`src/rtl/sas_pkg.sv`:
```
package sas_pkg;

   typedef struct packed {
      logic       en;
      logic       tx;
      logic       mute;
      logic       comp;
      logic       burst;
      logic       intc;
      logic [2:0] div;
   } sas_ctl_t;

   // Phase length minus one for a divide code; out-of-range codes act as code 0.
   function automatic int unsigned phase_last(input logic [2:0] code, input int unsigned max_code);
      if (int'(code) <= int'(max_code)) return (32'd1 << code) - 32'd1;
      return 32'd0;
   endfunction

endpackage

```
`src/rtl/sas_bitclk.sv`:
```
module sas_bitclk
   import sas_pkg::*;
#(
   parameter int unsigned MAX_CODE = 4,
   parameter int unsigned SYNC     = 2
) (
   input  logic clk,
   input  logic rst_n,
   input  logic en,
   input  logic intc,
   input  logic [2:0] div,
   input  logic ext_sck,
   output logic phase,
   output logic rise_stb,
   output logic fall_stb
);
   localparam int unsigned MAX_DIV = 1 << MAX_CODE;
   localparam int unsigned CW      = $clog2(MAX_DIV);

   logic [CW-1:0] cnt;
   logic [CW-1:0] last;
   logic          run;
   logic          wrap;
   logic [SYNC-1:0] sy;
   logic          lvl;
   logic          lvl_d;

   assign run  = en && intc;
   assign last = CW'(phase_last(div, MAX_CODE));
   assign wrap = run && (cnt >= last);

   always_ff @(posedge clk or negedge rst_n) begin
      if (!rst_n) begin
         cnt   <= '0;
         phase <= 1'b0;
      end else if (!run) begin
         cnt   <= '0;
         phase <= 1'b0;
      end else if (wrap) begin
         cnt   <= '0;
         phase <= ~phase;
      end else begin
         cnt   <= cnt + 1'b1;
      end
   end

   generate
      for (genvar i = 0; i < SYNC; i++) begin : g_sync
         if (i == 0) begin : g_first
            always_ff @(posedge clk or negedge rst_n) begin
               if (!rst_n) sy[0] <= 1'b0;
               else        sy[0] <= ext_sck;
            end
         end else begin : g_next
            always_ff @(posedge clk or negedge rst_n) begin
               if (!rst_n) sy[i] <= 1'b0;
               else        sy[i] <= sy[i-1];
            end
         end
      end
   endgenerate

   assign lvl = sy[SYNC-1];

   always_ff @(posedge clk or negedge rst_n) begin
      if (!rst_n) lvl_d <= 1'b0;
      else        lvl_d <= lvl;
   end

   always_comb begin
      if (intc) begin
         rise_stb = wrap && !phase;
         fall_stb = wrap && phase;
      end else begin
         rise_stb = en && lvl && !lvl_d;
         fall_stb = en && !lvl && lvl_d;
      end
   end

endmodule

```
`src/rtl/sas_tx.sv`:
```
module sas_tx #(
   parameter int unsigned W = 16
) (
   input  logic         clk,
   input  logic         rst_n,
   input  logic         en,
   input  logic         tx_mode,
   input  logic         fall_stb,
   input  logic [W-1:0] tx_data,
   input  logic         tx_valid,
   output logic         tx_ready,
   output logic         active,
   output logic         bit_out,
   output logic         dreq
);
   localparam int unsigned RW = $clog2(W + 1);

   logic [W-1:0]  hold;
   logic          full;
   logic [W-1:0]  sh, sh_nx;
   logic [RW-1:0] rem, rem_nx;
   logic          act_nx;
   logic          load;
   logic          accept;

   assign tx_ready = en && tx_mode && !full;
   assign accept   = tx_ready && tx_valid;
   assign bit_out  = active && sh[W-1];

   always_comb begin
      sh_nx  = sh;
      rem_nx = rem;
      act_nx = active;
      load   = 1'b0;
      if (tx_mode && fall_stb) begin
         if (rem > RW'(1)) begin
            sh_nx  = {sh[W-2:0], 1'b0};
            rem_nx = rem - 1'b1;
         end else if (full) begin
            sh_nx  = hold;
            rem_nx = RW'(W);
            act_nx = 1'b1;
            load   = 1'b1;
         end else begin
            act_nx = 1'b0;
            rem_nx = '0;
         end
      end
   end

   always_ff @(posedge clk or negedge rst_n) begin
      if (!rst_n) begin
         hold   <= '0;
         full   <= 1'b0;
         sh     <= '0;
         rem    <= '0;
         active <= 1'b0;
         dreq   <= 1'b0;
      end else if (!en) begin
         full   <= 1'b0;
         rem    <= '0;
         active <= 1'b0;
         dreq   <= 1'b0;
      end else begin
         sh     <= sh_nx;
         rem    <= rem_nx;
         active <= act_nx;
         dreq   <= tx_mode && fall_stb && (rem_nx == RW'(2));
         if (accept) begin
            hold <= tx_data;
            full <= 1'b1;
         end else if (load) begin
            full <= 1'b0;
         end
      end
   end

endmodule

```
`src/rtl/sas_rx.sv`:
```
module sas_rx #(
   parameter int unsigned W = 16
) (
   input  logic         clk,
   input  logic         rst_n,
   input  logic         en,
   input  logic         rx_mode,
   input  logic         rise_stb,
   input  logic         sd_in,
   output logic [W-1:0] rx_data,
   output logic         rx_valid
);
   localparam int unsigned CW = $clog2(W);

   logic [W-1:0]  sh;
   logic [W-1:0]  word;
   logic [CW-1:0] cnt;
   logic          take;

   assign word = {sh[W-2:0], sd_in};
   assign take = rx_mode && rise_stb;

   always_ff @(posedge clk or negedge rst_n) begin
      if (!rst_n) begin
         sh       <= '0;
         cnt      <= '0;
         rx_data  <= '0;
         rx_valid <= 1'b0;
      end else if (!en) begin
         cnt      <= '0;
         rx_valid <= 1'b0;
      end else begin
         rx_valid <= 1'b0;
         if (take) begin
            sh <= word;
            if (cnt == CW'(W - 1)) begin
               cnt      <= '0;
               rx_data  <= word;
               rx_valid <= 1'b1;
            end else begin
               cnt <= cnt + 1'b1;
            end
         end
      end
   end

endmodule

```
`src/rtl/audio_serial_shifter.sv`:
```
module audio_serial_shifter
   import sas_pkg::*;
#(
   parameter int unsigned W        = 16,
   parameter int unsigned MAX_CODE = 4,
   parameter int unsigned SYNC     = 2
) (
   input  logic         clk,
   input  logic         rst_n,
   input  logic         ctl_en,
   input  logic         ctl_tx,
   input  logic         ctl_mute,
   input  logic         ctl_comp,
   input  logic         ctl_burst,
   input  logic [2:0]   ctl_div,
   input  logic         int_clk,
   input  logic         ext_sck,
   input  logic [W-1:0] tx_data,
   input  logic         tx_valid,
   output logic         tx_ready,
   output logic         dreq,
   output logic         sd_out,
   output logic         sck_out,
   input  logic         sd_in,
   output logic [W-1:0] rx_data,
   output logic         rx_valid
);
   generate
      if (W < 2)         begin : g_bad_w    $error("W must be at least 2");        end
      if (MAX_CODE < 1)  begin : g_bad_code $error("MAX_CODE must be 1 to 7");     end
      if (MAX_CODE > 7)  begin : g_big_code $error("MAX_CODE must be 1 to 7");     end
      if (SYNC < 2)      begin : g_bad_sync $error("SYNC must be at least 2");     end
   endgenerate

   sas_ctl_t ctl;
   logic     phase;
   logic     rise_stb;
   logic     fall_stb;
   logic     tx_active;
   logic     tx_bit;
   logic     gate_on;

   assign ctl = '{en: ctl_en, tx: ctl_tx, mute: ctl_mute, comp: ctl_comp,
                  burst: ctl_burst, intc: int_clk, div: ctl_div};

   sas_bitclk #(.MAX_CODE(MAX_CODE), .SYNC(SYNC)) u_clk (
      .clk      (clk),
      .rst_n    (rst_n),
      .en       (ctl.en),
      .intc     (ctl.intc),
      .div      (ctl.div),
      .ext_sck  (ext_sck),
      .phase    (phase),
      .rise_stb (rise_stb),
      .fall_stb (fall_stb)
   );

   sas_tx #(.W(W)) u_tx (
      .clk      (clk),
      .rst_n    (rst_n),
      .en       (ctl.en),
      .tx_mode  (ctl.tx),
      .fall_stb (fall_stb),
      .tx_data  (tx_data),
      .tx_valid (tx_valid),
      .tx_ready (tx_ready),
      .active   (tx_active),
      .bit_out  (tx_bit),
      .dreq     (dreq)
   );

   sas_rx #(.W(W)) u_rx (
      .clk      (clk),
      .rst_n    (rst_n),
      .en       (ctl.en),
      .rx_mode  (!ctl.tx),
      .rise_stb (rise_stb),
      .sd_in    (sd_in),
      .rx_data  (rx_data),
      .rx_valid (rx_valid)
   );

   assign gate_on = ctl.burst && ctl.comp && ctl.tx;
   assign sck_out = ctl.en && ctl.intc && phase && (!gate_on || tx_active);
   assign sd_out  = ctl.en && ctl.tx && !ctl.mute && tx_bit;

endmodule

```
`config.mk`:
```
export PLATFORM = sky130hd
export DESIGN_NAME = audio_serial_shifter
export DESIGN_NICKNAME = d
export VERILOG_FILES = /design/src/rtl/sas_pkg.sv /design/src/rtl/sas_bitclk.sv /design/src/rtl/sas_tx.sv /design/src/rtl/sas_rx.sv /design/src/rtl/audio_serial_shifter.sv
export SDC_FILE = /design/constraint.sdc
export NUM_CORES = 1
export LEC_CHECK = 0
export ABC_AREA = 1
export BUFFER_PORTS_ARGS = -buffer_cell sky130_fd_sc_hd__buf_2
export CAP_MARGIN = 15
export CORE_ASPECT_RATIO = 0.75
export CORE_MARGIN = 8
export CORE_UTILIZATION = 35
export CTS_BUF_LIST = sky130_fd_sc_hd__clkbuf_8
export DETAILED_ROUTE_END_ITERATION = 10
export SLEW_MARGIN = 20
export SYNTH_ARGS = -nofsm -noshare
export SYNTH_HDL_FRONTEND = slang
export SYNTH_SLANG_ARGS = --single-unit
```
`constraint.sdc`:
```
create_clock -name clk -period 1.78 [get_ports clk]
set_input_delay 0 -clock clk [delete_from_list [all_inputs] [get_ports clk]]
set_output_delay 0 -clock clk [all_outputs]
set_load 0.02 [all_outputs]
```
Word level (Yosys, flattened, before mapping)

Cells that the tools add are included.

Magnitude comparators: 3
Mux-type cells: 31
Add/subtract/negate cells: 4
Bitwise gates (word level): 1
Equal/unequal tests: 7
Reductions and logical operators: 35
Shift-type cells: 1

Operators by type and width:

| cell                  | count |
|---|---|
| $mux W16              | 2 |
| $mux W4               | 7 |
| $logic_and A1 B1 Y1   | 21 |
| $mux W5               | 4 |
| $mux W1               | 18 |
| $add A4 B1 Y4 const B | 2 |
| $logic_not A1 Y1      | 7 |
| $reduce_and A2 Y1     | 3 |
| $reduce_and A3 Y1     | 2 |
| $eq A5 B2 Y1 const B  | 1 |
| $gt A5 B1 Y1 const B  | 1 |
| $sub A5 B1 Y5 const B | 1 |
| $eq A4 B4 Y1 const B  | 1 |
| $ge A4 B4 Y1          | 1 |
| $ne A2 B1 Y1 const B  | 2 |
| $ne A2 B2 Y1 const B  | 2 |
| $shl A1 B3 Y4 const A | 1 |
| $sub A4 B1 Y4 const B | 1 |
| $le A3 B3 Y1 const B  | 1 |
| $ne A3 B1 Y1 const B  | 1 |
| $reduce_bool A2 Y1    | 1 |
| $logic_or A1 B1 Y1    | 1 |
| $not A1 Y1            | 1 |

Output and inout bits: 21
Flip-flop bits (word level): 84

Logic depth before layout (Yosys ltp)

Word-level depth: 13
Mapped depth: 20
Depth with buffers taken out: 19

By module

A second synthesis with hierarchy kept.

Cells, all modules: 461
Area total of the unflattened synthesis: 4,065.1 um^2

By module, submodules not included:

| module               | area each (um^2) | cells an instance | instances |
|---|---|---|---|
| sas_tx               | 1,928.1          | 228               | 1 |
| sas_rx               | 1,525.2          | 149               | 1 |
| sas_bitclk           | 570.5            | 75                | 1 |
| audio_serial_shifter | 41.3             | 9                 | 1 |

Worst setup path after synthesis

Ideal clock, no wire load.

Kind: in2reg
From: in ctl_div[1]
To: reg u_rx.rx_data[13]
Data arrival time: 1.803 ns
Stages on the path: 16
Setup slack: -0.140 ns
Path through: nor2_1 > ha_1 > inv_1 > nand2_1 > nor2_1 > o21ai_0 > ha_1 > a21oi_1 > nand3_1 > nand3_1 > o31ai_4 > nand3_4 > clkinv_2 > buf_6 > nand2_1 > nand2_1

Word-level cells in the longest chain between the ends: 10
Elaborated cells between the ends (all ways): 12
Classes of those cells: add/sub (1); order compare (2); shift (1); mux (4); reduce/logical (4)

Ends and longest elaborated chain:

| element                              | RTL line                   | source |
|---|---|---|
| start, declared                      | audio_serial_shifter.sv:15 | `input logic [2:0] ctl_div,` |
| $shl A1 B3 Y4                        | sas_pkg.sv:15              | `if (int'(code) <= int'(max_code)) return (32'd1 << code) - 32'd1;` |
| $sub A4 B1 Y4                        | sas_pkg.sv:15              |  |
| $mux W4                              | sas_pkg.sv:15              |  |
| $mux W4 *                            | sas_pkg.sv:16              | `return 32'd0;` |
| $ge A4 B4 Y1 *                       | sas_bitclk.sv:30           | `assign wrap = run && (cnt >= last);` |
| $logic_and A1 B1 Y1 *                | sas_bitclk.sv:30           |  |
| $logic_and A1 B1 Y1 *                | sas_bitclk.sv:72           | `rise_stb = wrap && !phase;` |
| $mux W1 *                            | sas_bitclk.sv:71           | `if (intc) begin` |
| $logic_and A1 B1 Y1 *                | sas_rx.sv:21               | `assign take = rx_mode && rise_stb;` |
| $reduce_and A3 Y1 (no source line) * | -                          |  |
| end signal, assigned                 | sas_rx.sv:38               | `rx_data <= word;` |
| end, declared                        | sas_rx.sv:10               | `output logic [W-1:0] rx_data,` |

Mark *: on every way between the ends. The rest lies on a longest branch, timed or not.
A chain may end at the register's enable or synchronous reset.

Final worst setup path

From: reg u_clk.cnt[3]
To: reg u_tx.sh[9]

Word-level cells in the longest chain between the ends: 6

Ends and longest elaborated chain:

| element                            | RTL line         | source |
|---|---|---|
| start, declared                    | sas_bitclk.sv:20 | `logic [CW-1:0] cnt;` |
| start signal, assigned             | sas_bitclk.sv:43 | `cnt <= cnt + 1'b1;` |
| $ge A4 B4 Y1                       | sas_bitclk.sv:30 |  |
| $logic_and A1 B1 Y1                | sas_bitclk.sv:30 |  |
| $logic_and A1 B1 Y1                | sas_bitclk.sv:73 | `fall_stb = wrap && phase;` |
| $mux W1                            | sas_bitclk.sv:71 |  |
| $logic_and A1 B1 Y1                | sas_tx.sv:35     | `if (tx_mode && fall_stb) begin` |
| $reduce_and A3 Y1 (no source line) | -                |  |
| end signal, assigned               | sas_tx.sv:65     | `sh <= sh_nx;` |
| end, declared                      | sas_tx.sv:20     | `logic [W-1:0] sh, sh_nx;` |

No other way between the ends.

==> metrics <==
status=complete, but fails checks; failing checks=negative setup slack; Core Util, Final=around 48%; CP startpoint kind=flop; Setup-failing EPs final=14; htree depth=3; Max VDD drop=between 500 and 600 uV; clock skew=between 0.01 and 0.015 ns; HP Class=in2reg; register area=about 2100 um2; Core Rows=33; footprint of the multi-input gates=1720 um2; hold path cells=4; clock latency on the worst-skew pair=between 0.3 and 0.4 ns; DP Area=~4400 um2; gpl congestion=0.783; drt total wl=between 8000 and 9000 um; Max Cap Viol=0; CTS tree=done; Final HPWL DP=about 5600 um; Non-Filler Instances=roughly 670; first-pass GRT wire length=between 10,000 and 15,000 um; I/O pins=51; RSZ-0062 raised after global routing=true; Die X=~140 um; Post-route DRC=0; net count after synthesis=about 470; area leader, netlist=dfrtp_1; sequential fraction of the synthesis area=54.6%; Vias=about 3,100; FF-to-FF End=u_tx.sh[9]; grt ovf=0; Ant. Diodes=0; Ys Warns=0; static leakage=between 2 and 3 nW; Root Buffer=clkbuf_8; # fillers=between 1,000 and 1,500; syn_area_per_cell=around 9 um2; vias in the first global route=3,145; Final WS setup=-0.0352 ns; Mapped Cells=between 400 and 500; routed vias/inst=approximately 4.7; largest cells by area after synthesis=dfrtp_1 (55%), nand2_1 (13%), o21ai_0 (4.8%), mux2_2 (4.4%), inv_1 (4.3%); Hold Path Sink=u_rx.cnt[1]; clk buf depth=2; cell area after layout=5180 um2; Crit Path Category=reg2reg; initial antenna violation count=0; DR WL/cell=roughly 13 um; library cells used by synthesis=31; WHS=around 0.07 ns; Starting DRT DRC Count=~210; die area=~15,000 um2; Hold Startpoint=int_clk; pwr dens=939 nW/um2; share of layout cells above drive strength 1=about 32%; CTS buffer count=9; PortBufs=50; Critical Path End Type=flop; Area growth syn-to-layout=34.4%; Initial Util=between 30% and 40%; placed instance count=622; Tightest Pin Transition=approximately 0.54 ns; final net count=568; synthesis-stage register bit count=84; TritonRoute pass-1 iters=4; largest net degree at the start of global routing=45; Clk pin slew, worst setup/hold paths=about 0.08 ns; GRT Util Overall=12.1%; Crit Path Max Fanout=7; antenna violation net count after detailed routing=0; core area=10,800 um2; post-layout minimum cycle time=between 1.5 and 2 ns; reg2reg path depth=12; R2R Setup Slk=-0.04 ns; Yosys top cell area share=54.6%; Worst EP required=approximately 2.1 ns; Final Hold Fails=0; Final Max Slew Viols=0; Fmax=around 550 MHz; period utilisation layout=102%; FF-to-FF Start=u_clk.cnt[3]; chip height=around 110 um; CTS Sinks=84; Arr. time, crit path=approximately 2.1 ns; synthesized cell area=a little under 4000 um2; max_slew headroom=approximately 64%
-- how the worst max path moves through the flow --
| stage | startpoint | endpoint | slack (ns) | cells after the start |
|---|---|---|---|---|
| after floorplan | ctl_div[1] | u_tx.sh[7] | -0.08 | 19 |
| after global placement | ctl_div[1] | u_rx.rx_data[7] | -0.41 | 17 |
| after detailed placement | ctl_div[1] | u_rx.rx_data[6] | -0.44 | 17 |
| after CTS | u_clk.cnt[2] | u_rx.rx_data[11] | -0.01 | 9 |
| after global routing | u_clk.cnt[3] | u_rx.rx_data[9] | -0.14 | 9 |
| final | u_clk.cnt[3] | u_tx.sh[9] | -0.04 | 12 |
-- synthesized netlist by cell type, drive strengths merged --
master and number:
nand2 137, nor4 2, a41oi 1, dfrtp 84, o21ai 47, xor2 1, clkinv 2, nor2 19
ha 10, a21oi 6, o31ai 2, clkbuf 3, or2 2, buf 11, nand4 2, nor3 3
o21a 1, mux2 15, xnor2 2, inv 46, o21bai 1, a211oi 1, nand3 31
-- routing by layer --
metal	GRT usage (%)	share of wire (%)	up-vias
met5	0	0	-
met4	3.25	1.3	0
met3	4.11	5.7	14
met2	19.2	46	72
met1	15.6	47	1459
li1	-	-	1581
-- logic make-up after synthesis --
family	count (synthesis)	share of synthesized area, %
AOI/OAI and AO/OA	59	8.80
DFF	84	54.6
buffers and inverters	62	7.05
and+or+nand+nor	196	21.2
muxes	15	4.39
xor gates and xnor gates	3	0.682
adders and majority gates	10	3.25
-- per-stage QoR --
stage	setup slack (ns)	power (mW)	setup TNS, ns
6_report	-0.0352	4.86	-0.153
2_1_floorplan	-0.0819	2.95	-1.55
3_5_place_dp	-0.442	3.25	-19.99
5_1_grt	-0.136	5.19	-4.52
3_3_place_gp	-0.410	3.21	-17.36
4_1_cts	-0.0101	4.78	-0.0519
-- sequential cells by signal, summed over array words and instances, names as in the netlist, 4 cells and up --
register / cells
u_clk.cnt: 4
u_rx.cnt: 4
u_rx.rx_data: 16
u_rx.sh: 15
u_tx.hold: 16
u_tx.rem: 5
u_tx.sh: 16
-- layout by cell type, fill, tap and decap left out, types with 2 or more instances in the layout --
cell type,count
nand2_1,114
dfrtp_1,84
buf_2,49
inv_1,42
nand3_1,23
buf_4,23
o21ai_0,22
dlygate4sd3_1,20
nand2_2,17
o21ai_1,17
mux2_2,15
nor2_1,14
clkbuf_8,10
o21ai_2,8
nand3_2,8
nand2_4,6
ha_1,6
a21oi_1,5
inv_2,4
buf_12,4
nor2_2,3
ha_4,3
buf_6,3
nor2_4,2
nand4_1,2
o31ai_4,2
or2_2,2
nor3_1,2
xnor2_1,2
bufinv_16,2
clkbuf_16,2
-- report_power, final --
part           internal [mW]  leakage (nW)  total, mW  switching [mW]
logic                  0.443          1.47       1.02           0.575
registers               2.23          1.10       2.39           0.155
clock network          0.804         0.111       1.45           0.650
total                   3.48          2.68       4.86            1.38
-- layout make-up --
type | instances | area share [%]
timing repair buffer | 101 | 15.1
sequential | 84 | 40.6
tap | 140 | 3.38
multi-input combinational | 284 | 33.2
clock buffer | 10 | 2.66
inverter | 48 | 3.77
clock inverter | 4 | 1.30
-- worst max-delay path, stage by stage (launching register included) --
cell	delay (ns)
dfrtp_1	0.41
ha_4	0.30
nand4_1	0.14
nand3_2	0.13
nand3_2	0.07
nand2_2	0.09
nand2_4	0.09
inv_4	0.08
nand2_4	0.06
inv_8	0.08
clkbuf_16	0.15
nand2_2	0.05
o21ai_1	0.08
-- repair_timing --
| action | in CTS | in global routing |
|---|---|---|
| buffers inserted | 7 | 4 |
| cloned | 1 | 3 |
| endpoints found under the setup margin | 36 | 60 |
| gates resized for setup | 13 | 53 |
| endpoints found under the hold margin | 62 | 0 |
| hold buffers | 20 | 0 |
| pin swaps | 4 | 8 |
No activity file was read; power rests on OpenSTA's default activity.
